==> config.mk <==
export PLATFORM = sky130hd
export DESIGN_NAME = rotating_prio_resolver
export DESIGN_NICKNAME = d
export VERILOG_FILES = /design/src/rtl/rpr_pkg.sv /design/src/rtl/rpr_search.sv /design/src/rtl/rpr_ack_update.sv /design/src/rtl/rpr_out_stage.sv /design/src/rtl/rotating_prio_resolver.sv
export SDC_FILE = /design/constraint.sdc
export NUM_CORES = 1
export LEC_CHECK = 0
export BUFFER_PORTS_ARGS = -buffer_cell sky130_fd_sc_hd__buf_2
export CAP_MARGIN = 20
export CORE_UTILIZATION = 45
export CTS_CLUSTER_SIZE = 28
export DETAILED_ROUTE_END_ITERATION = 6
export PLACE_DENSITY = 0.74
export SETUP_SLACK_MARGIN = 0.3
export SLEW_MARGIN = 20
export SYNTH_ARGS = -nofsm -noshare
export SYNTH_HDL_FRONTEND = slang
export SYNTH_SLANG_ARGS = --single-unit
==> constraint.sdc <==
create_clock -name clk -period 0.82 [get_ports clk]
set_clock_uncertainty 0.2 [all_clocks]
set_input_delay 0.082 -clock clk [delete_from_list [all_inputs] [get_ports clk]]
set_output_delay 0.082 -clock clk [all_outputs]
set_load 0.005 [all_outputs]
==> src/rtl/rpr_pkg.sv <==
package rpr_pkg;
  localparam int unsigned LINES = 8;
  localparam int unsigned IDW   = $clog2(LINES);
  localparam int unsigned RW    = $clog2(LINES + 1);

  typedef logic [LINES-1:0] vec_t;
  typedef logic [IDW-1:0]   idx_t;
  typedef logic [RW-1:0]    rel_t;

  localparam rel_t REL_NONE = rel_t'(LINES);

  // Smallest p such that bit (p + off) mod LINES is set; REL_NONE if empty.
  function automatic rel_t rel_search(vec_t v, idx_t off);
    rel_t r;
    r = REL_NONE;
    for (int p = LINES - 1; p >= 0; p--) begin
      if (v[idx_t'((p + int'(off)) % LINES)]) r = rel_t'(p);
    end
    return r;
  endfunction

  function automatic idx_t rel_to_line(rel_t r, idx_t off);
    return idx_t'((int'(r) + int'(off)) % LINES);
  endfunction

  function automatic idx_t next_base(idx_t line);
    return idx_t'((int'(line) + 1) % LINES);
  endfunction
endpackage

==> src/rtl/rpr_search.sv <==
module rpr_search
  import rpr_pkg::*;
(
  input  vec_t vec_i,
  input  idx_t off_i,
  output rel_t rel_o,
  output logic hit_o,
  output idx_t line_o
);
  rel_t rel_c;

  always_comb begin
    rel_c  = rel_search(vec_i, off_i);
    hit_o  = (rel_c != REL_NONE);
    line_o = hit_o ? rel_to_line(rel_c, off_i) : '0;
  end

  assign rel_o = rel_c;
endmodule

==> src/rtl/rpr_ack_update.sv <==
module rpr_ack_update
  import rpr_pkg::*;
(
  input  logic grant_i,
  input  idx_t line_i,
  input  vec_t insvc_i,
  input  idx_t base_i,
  input  logic aeoi_i,
  input  logic rot_aeoi_i,
  output vec_t insvc_nx_o,
  output idx_t base_nx_o
);
  always_comb begin
    insvc_nx_o = insvc_i;
    base_nx_o  = base_i;
    if (grant_i) begin
      if (!aeoi_i) insvc_nx_o[line_i] = 1'b1;
      else if (rot_aeoi_i) base_nx_o = next_base(line_i);
    end
  end
endmodule

==> src/rtl/rpr_out_stage.sv <==
module rpr_out_stage #(
  parameter int unsigned WIDTH = 8,
  parameter bit          EN    = 1'b1
) (
  input  logic             clk,
  input  logic             rst_n,
  input  logic [WIDTH-1:0] d_i,
  output logic [WIDTH-1:0] q_o
);
  generate
    if (EN) begin : g_reg
      logic [WIDTH-1:0] q_r;
      always_ff @(posedge clk or negedge rst_n) begin
        if (!rst_n) q_r <= '0;
        else        q_r <= d_i;
      end
      assign q_o = q_r;
    end else begin : g_pass
      assign q_o = d_i;
    end
  endgenerate
endmodule

==> src/rtl/rotating_prio_resolver.sv <==
module rotating_prio_resolver
  import rpr_pkg::*;
#(
  parameter bit          OUT_REG      = 1'b1,
  parameter int unsigned CASCADE_LINE = 2
) (
  input  logic       clk,
  input  logic       rst_n,
  input  logic [7:0] pend_i,
  input  logic [7:0] insvc_i,
  input  logic [2:0] base_i,
  input  logic       nest_i,
  input  logic       primary_i,
  input  logic       aeoi_i,
  input  logic       rot_aeoi_i,
  output logic       grant_o,
  output logic [2:0] grant_line_o,
  output logic       top_svc_o,
  output logic [2:0] top_svc_line_o,
  output logic [7:0] insvc_next_o,
  output logic [2:0] base_next_o
);
  localparam int unsigned OUTW = 1 + IDW + 1 + IDW + LINES + IDW;

  // Named internal events for the checks below.
  vec_t cmp_vec;
  logic cascade_drop;
  rel_t req_rel, cmp_rel, svc_rel;
  logic req_hit, cmp_hit, svc_hit;
  idx_t req_line, cmp_line, svc_line;
  logic win_valid;
  idx_t win_line;
  vec_t insvc_nx;
  idx_t base_nx;

  assign cascade_drop = nest_i & primary_i;

  always_comb begin
    cmp_vec = insvc_i;
    if (cascade_drop) cmp_vec[CASCADE_LINE] = 1'b0;
  end

  rpr_search u_req (.vec_i(pend_i),  .off_i(base_i), .rel_o(req_rel), .hit_o(req_hit), .line_o(req_line));
  rpr_search u_cmp (.vec_i(cmp_vec), .off_i(base_i), .rel_o(cmp_rel), .hit_o(cmp_hit), .line_o(cmp_line));
  rpr_search u_svc (.vec_i(insvc_i), .off_i(base_i), .rel_o(svc_rel), .hit_o(svc_hit), .line_o(svc_line));

  assign win_valid = req_hit && (req_rel < cmp_rel);
  assign win_line  = win_valid ? req_line : '0;

  rpr_ack_update u_ack (
    .grant_i(win_valid), .line_i(win_line), .insvc_i(insvc_i), .base_i(base_i),
    .aeoi_i(aeoi_i), .rot_aeoi_i(rot_aeoi_i), .insvc_nx_o(insvc_nx), .base_nx_o(base_nx)
  );

  logic [OUTW-1:0] out_d, out_q;
  assign out_d = {win_valid, win_line, svc_hit, svc_line, insvc_nx, base_nx};

  rpr_out_stage #(.WIDTH(OUTW), .EN(OUT_REG)) u_out (
    .clk(clk), .rst_n(rst_n), .d_i(out_d), .q_o(out_q)
  );

  assign {grant_o, grant_line_o, top_svc_o, top_svc_line_o, insvc_next_o, base_next_o} = out_q;

  // a winner is always a pending line
  a_r1_winner_pending: assert property (@(posedge clk) disable iff (!rst_n)
    win_valid |-> pend_i[win_line]);
  // nothing pending, nothing granted
  a_r2_empty_no_grant: assert property (@(posedge clk) disable iff (!rst_n)
    (pend_i == '0) |-> !win_valid);
  // grant only on strictly higher priority than service level
  a_r3_strict_nesting: assert property (@(posedge clk) disable iff (!rst_n)
    win_valid |-> (req_rel < cmp_rel));
  // cascade bit excluded in nested mode on primary
  a_r4_cascade_drop: assert property (@(posedge clk) disable iff (!rst_n)
    cascade_drop |-> !cmp_vec[CASCADE_LINE]);
  // reported top in-service line is set in the raw vector
  a_r5_svc_set: assert property (@(posedge clk) disable iff (!rst_n)
    svc_hit |-> insvc_i[svc_line]);
  // acknowledge without auto-EOI marks the line in service
  a_r6_ack_marks: assert property (@(posedge clk) disable iff (!rst_n)
    (win_valid && !aeoi_i) |-> (insvc_nx[win_line] && base_nx == base_i));
  // no grant leaves state untouched
  a_r8_no_grant_hold: assert property (@(posedge clk) disable iff (!rst_n)
    !win_valid |-> (insvc_nx == insvc_i && base_nx == base_i));

  generate
    if (OUT_REG) begin : g_chk_reg
      // outputs follow combinational result by one cycle
      a_r9_one_cycle: assert property (@(posedge clk) disable iff (!rst_n)
        1'b1 |=> (grant_o == $past(win_valid) && top_svc_o == $past(svc_hit)));
    end
  endgenerate
endmodule

# Yosys cells after proc, flatten, opt, wreduce, memory -nomap -nowiden

Index checks and enable logic that the tools add are counted.

$add $sub $neg: 10
Multipliers: 0
Divide/modulo/power cells: 0
Magnitude comparators: 11
Eq/ne operators: 2
Shift-type cells: 0
Multiplexer cells: 83
Bitwise operators: 2
Reductions and logical operators: 2

Operator list:

| operator              | count |
|---|---|
| $mux W4               | 24 |
| $bmux W1 S3           | 24 |
| $lt A3 B4 Y1 const B  | 9 |
| $mux W1               | 26 |
| $mux W3               | 6 |
| $mux W8               | 2 |
| $add A3 B3 Y3 const A | 4 |
| $ne A4 B4 Y1 const B  | 2 |
| $or A8 B8 Y8          | 1 |
| $add A2 B3 Y3 const A | 2 |
| $add A3 B3 Y3         | 2 |
| $lt A4 B4 Y1          | 1 |
| $add A1 B3 Y3 const A | 1 |
| $add A3 B1 Y3 const B | 1 |
| $demux W1 S3          | 1 |
| $ge A3 B1 Y1 const B  | 1 |
| $logic_and A1 B1 Y1   | 2 |
| $and A1 B1 Y1         | 1 |

Flip-flop bits (word level): 19
Bits in latches: 0
Bits in writable memories: 0
Bits in read-only memories: 0
Input bits: 25
Output and inout port bits: 19
Memories kept: 0

# Depth between registers and ports, before layout

Depth after elaboration: 22
Depth in mapped cells: 22
Depth with buffers taken out: 19

# Modules after synthesis

A second synthesis with hierarchy kept.

Cells, all modules: 334
Area, all modules: 3498.4 um^2

By module, submodules not included:

| module                 | times used | cells each | area each (um^2) | sequential area each (um^2) |
|---|---|---|---|---|
| rpr_search             | 3          | 93         | 910.9            | 0.0 |
| rpr_out_stage          | 1          | 19         | 475.5            | 475.5 |
| rpr_ack_update         | 1          | 21         | 172.7            | 0.0 |
| rotating_prio_resolver | 1          | 15         | 117.6            | 0.0 |

# Worst setup path before layout

OpenSTA, ideal clock, no wires.

Path type: input -> register
Start: input base_i[1]
End: register u_out.g_reg.q_r[2], in the netlist u_out.q_o[2]
Arrival: 4.131 ns
Required time: 0.487 ns
Slack: -3.643 ns
Cell stages on the path: 20
Path buffers: 3
Path through: buf_2 > buf_2 > inv_1 > ha_1 > buf_2 > mux4_1 > and2_1 > a21oi_1 > nand2_1 > or2_2 > or2_2 > ha_1 > o211ai_1 > a41oi_4 > nor2_4 > and2_1 > ha_1 > xnor3_1 > nor3b_1 > xor2_1

Longest elaborated chain between the ends: 18

RTL lines:

| what                                                | line                                           | source |
|---|---|---|
| start: declaration                                  | rotating_prio_resolver.sv:11                   | `input logic [2:0] base_i,` |
| $add A3 B3 Y3                                       | rpr_pkg.sv:17                                  | `if (v[idx_t'((p + int'(off)) % LINES)]) r = rel_t'(p);` |
| $bmux W1 S3                                         | rpr_pkg.sv:17                                  |  |
| $mux W1 (implied by the code)                       | rpr_pkg.sv:17                                  |  |
| $mux W4 (8 in series)                               | rpr_pkg.sv:17                                  |  |
| $lt A4 B4 Y1 / $ne A4 B4 Y1 (equally long branches) | rotating_prio_resolver.sv:47, rpr_search.sv:14 |  |
| $logic_and A1 B1 Y1 *                               | rotating_prio_resolver.sv:47                   | `assign win_valid = req_hit && (req_rel < cmp_rel);` |
| named net u_ack.grant_i                             | rpr_ack_update.sv:4                            | `input logic grant_i,` |
| $mux W3 *                                           | rotating_prio_resolver.sv:48                   | `assign win_line = win_valid ? req_line : '0;` |
| named net u_ack.line_i[0]                           | rpr_ack_update.sv:5                            | `input idx_t line_i,` |
| $add A3 B1 Y3 *                                     | rpr_pkg.sv:27                                  | `return idx_t'((int'(line) + 1) % LINES);` |
| $mux W3 *                                           | rpr_ack_update.sv:18                           | `else if (rot_aeoi_i) base_nx_o = next_base(line_i);` |
| $mux W3 *                                           | rpr_ack_update.sv:17                           | `if (!aeoi_i) insvc_nx_o[line_i] = 1'b1;` |
| $mux W3 *                                           | rpr_ack_update.sv:16                           | `if (grant_i) begin` |
| named net base_nx[2]                                | rotating_prio_resolver.sv:34                   | `idx_t base_nx;` |
| end signal: assignment                              | rpr_out_stage.sv:15                            | `else q_r <= d_i;` |
| end: declaration                                    | rpr_out_stage.sv:12                            | `logic [WIDTH-1:0] q_r;` |

Mark *: on every way through the listed nets, which the timed path passes. The rest lies on a longest branch. The select of a mux whose other input is x is not followed.

# Worst setup path in the final report

Start: input base_i[0]
End: register u_out.g_reg.q_r[2], in the netlist u_out.q_o[2]

Same word-level chain as after synthesis.

==> metrics.yaml <==
timing:
  slew_headroom_pct: 69.28
  holdWs_ns: -0.4512
  final_hold_viol_count: 20
  tns_ns: -45.01
  drv_slew: 0
  worst_slack_ns: -2.622
  setup_viol: 38
  clock.fmax_mhz: 290.5
  rsz0062_at_grt: "yes"
  min_period_over_period_pct: 419.8
  worstMarginPinSlew_ns: 0.4519
  fin_crit_ns: 3.442
yosys:
  synthArstFlopShare_pct: 100.0
  synth_top_family_by_area: "multiplexers"
  synth_cell_types: 53
  synth_fa_ha_area_share_pct: 6.229
  synth-compound-area-share_pct: 13.40
  synth-simple-area-share_pct: 16.46
  synth_ff_type: "dfrtp_1"
  yosys_warnings: 0
  ys_seq_area_share_pct: 21.13
  synth_edf_count: 0
  synth.area.mux_share_pct: 32.70
  syn_area_per_cell_um2: 11.25
  synthCells: 200
  synth_xor_area_share_pct: 6.396
  syn_area_um2: 2250
  syn_nets: 235
  ys_seq_elements: 19
worst_hold_path:
  hold_class: "in2async"
global_route:
  grt_pass1_vias: 2182
  grt_max_degree: 20
  grt.total_usage_pct: 26.54
  grt_pass1_wl_um: 10690
  grt_overflow_total: 0
  antenna_found_initial: 0
status:
  violations: "hold timing, setup timing"
  status: "finished, violations left"
placed_design:
  dp_hpwl_um: 5113
  place.port_buffers: 43
  dp_slack_ns: -2.976
  place.gp.congestion: 0.8855
clock_network:
  cts_tree: "done"
  cts.sinks: 19
  cts_made_buffers: 3
  clkSlewWorstSetupHoldPaths_ns: 0.07
  root_buffer: "clkbuf_8"
  clockBufferDepth: 2
  htree_levels: 1
critical_path:
  path_class: "in2reg"
  slowest_stage: "mux4_2"
  cp_common_cell: "ha_4"
  critPathLaunchType: "primary input"
  crit_path_max_fanout: 7
  cp.arrival_ns: 3.38
  required_ns: 0.76
  worstPathCellList: "buf_12, inv_6, ha_4, buf_12, mux4_2, a22oi_2, and4b_4, nand4_1, inv_2, ha_4, o211ai_1, a41oi_4, nor2_4, and2_4, ha_4, xnor3_1, nor3b_2, xor2_1"
  crit_start: "base_i[0]"
  cpPeakStageDelay_ns: 0.52
  critPathCaptureType: "flop"
drt:
  wl_per_cell_um: 18.26
  drc: 0
  firstDrtPassIters: 4
  avgViaCountPerCell: 5.598
  drt_iter0_markers: 168
  drtAntennaViolNets: 0
  vias: 2217
  wl_um: 7231
layout:
  antenna_cells: 0
  largest_register_ffs: 19
  utilization_pct: 75.79
  fillers: 329
  area_growth_pct: 60.18
  drive_above_1_share_pct: 68.39
  final_nets: 365
die:
  die_area_um2: 5286
  rows: 25
  die_y_um: 72.71
  core_um2: 4755
  io_pins: 44
  die_width_um: 72.71
  start_util_pct: 47.32
power_and_ir_drop:
  irDropWorstVdd_uv: 1265
  p_total_mw: 5.568
  power.density_nw_per_um2: 1545
  leakage_nw: 1.584
flow_run:
  drv_cap: 0
-- through the flow --
| stage | cell area [um^2] | hold WS [ns] | std cells |
|---|---|---|---|
| 2_1_floorplan | 2397 | -0.4136 | 200 |
| 3_3_place_gp | 3163 | -0.1739 | 373 |
| 3_5_place_dp | 3163 | -0.1615 | 373 |
| 4_1_cts | 3373 | -0.4401 | 385 |
| 5_1_grt | 3603 | -0.4101 | 396 |
| 6_report | 3603 | -0.4512 | 396 |
-- metal layers --
metal / track usage (%) / up-vias / routed length [um] / share of wire (%)
li1: - / 1021 / - / -
met1: 35.17 / 1088 / 2940 / 41
met5: 0 / - / 0 / 0
met3: 3.453 / 12 / 442 / 6.1
met4: 5.447 / 0 / 106 / 1.5
met2: 46.63 / 96 / 3742 / 52
-- power breakdown --
part / switching [mW] / internal (mW)
Combinational: 1.71 / 2.04
Clock: 0.321 / 0.338
Sequential: 0.0381 / 1.12
-- worst paths after layout --
check | depth (start not counted) | slack [ns] | endpoint
min in group clk | 3 | 0 | u_out.q_o[7]
setup / recovery | 18 | -2.62 | u_out.q_o[2]
hold / removal | 1 | -0.45 | u_out.q_o[3]
max in group asynchronous | 1 | 0.57 | u_out.q_o[6]
-- final cells by class --
cell class                      instances  area, um^2  share of cell area [%]
Tap cell                               67       83.83                   2.326
Multi-Input combinational cell        165        1961                   54.41
Sequential cell                        19       475.5                   13.19
Clock inverter                          1       5.005                  0.1389
Clock buffer                            3       41.29                   1.146
Timing Repair Buffer                  132       989.7                   27.47
Inverter                                9       47.55                   1.319
-- synth_stat cells, types with 4 or more instances --
library cell | number | area share, %
a21oi_1 | 9 | 2.0
a31o_1 | 8 | 3.1
dfrtp_1 | 19 | 21
ha_1 | 8 | 4.4
inv_1 | 8 | 1.3
mux2i_1 | 17 | 7.6
mux4_1 | 6 | 7.0
mux4_2 | 14 | 14
nand2_1 | 17 | 2.8
nand2b_1 | 6 | 1.7
nor2_1 | 8 | 1.3
nor2b_1 | 6 | 1.7
o211ai_1 | 4 | 1.3
o21ai_0 | 4 | 0.89
xnor2_1 | 5 | 1.9
-- critical path, delay by kind of cell --
| family | cells | cell delay [ns] |
|---|---|---|
| compound gates | 3 | 0.66 |
| buf+inv | 4 | 0.33 |
| simple gates | 5 | 0.76 |
| fa+ha+maj | 3 | 0.74 |
| mux | 1 | 0.52 |
| xor+xnor | 2 | 0.31 |
-- cells by family after synthesis --
family / Yosys count
AO/OA/AOI/OAI: 39
XOR/XNOR: 11
adder cells (fa/ha/maj): 10
buffers and inverters: 16
flip-flops: 19
multiplexers: 43
AND/OR/NAND/NOR: 62
-- timing repair --
item,4_1_cts,5_1_grt
setup buffers,7,11
gates resized for setup,31,33
endpoints found under the setup margin,38,38
hold endpoints to repair,20,19
pin swaps,13,15
gates cloned,1,0
-- cells in the final DEF, fill, tap and decap left out, types with 3 or more instances in the layout --
cell and n:
xnor2_1 5, nor2_1 6, a21oi_2 4, buf_2 40
clkbuf_8 3, nand2b_1 4, mux4_2 19, ha_4 5
mux2i_1 9, inv_1 4, a31o_1 8, a21oi_1 5
nor2b_1 4, and2_4 3, mux2i_4 5, dfrtp_1 19
buf_6 9, mux2i_2 6, buf_12 4, o211ai_1 4
buf_4 76, o21ai_0 3, nand2_1 15
No activity file was read; power rests on OpenSTA's default activity.
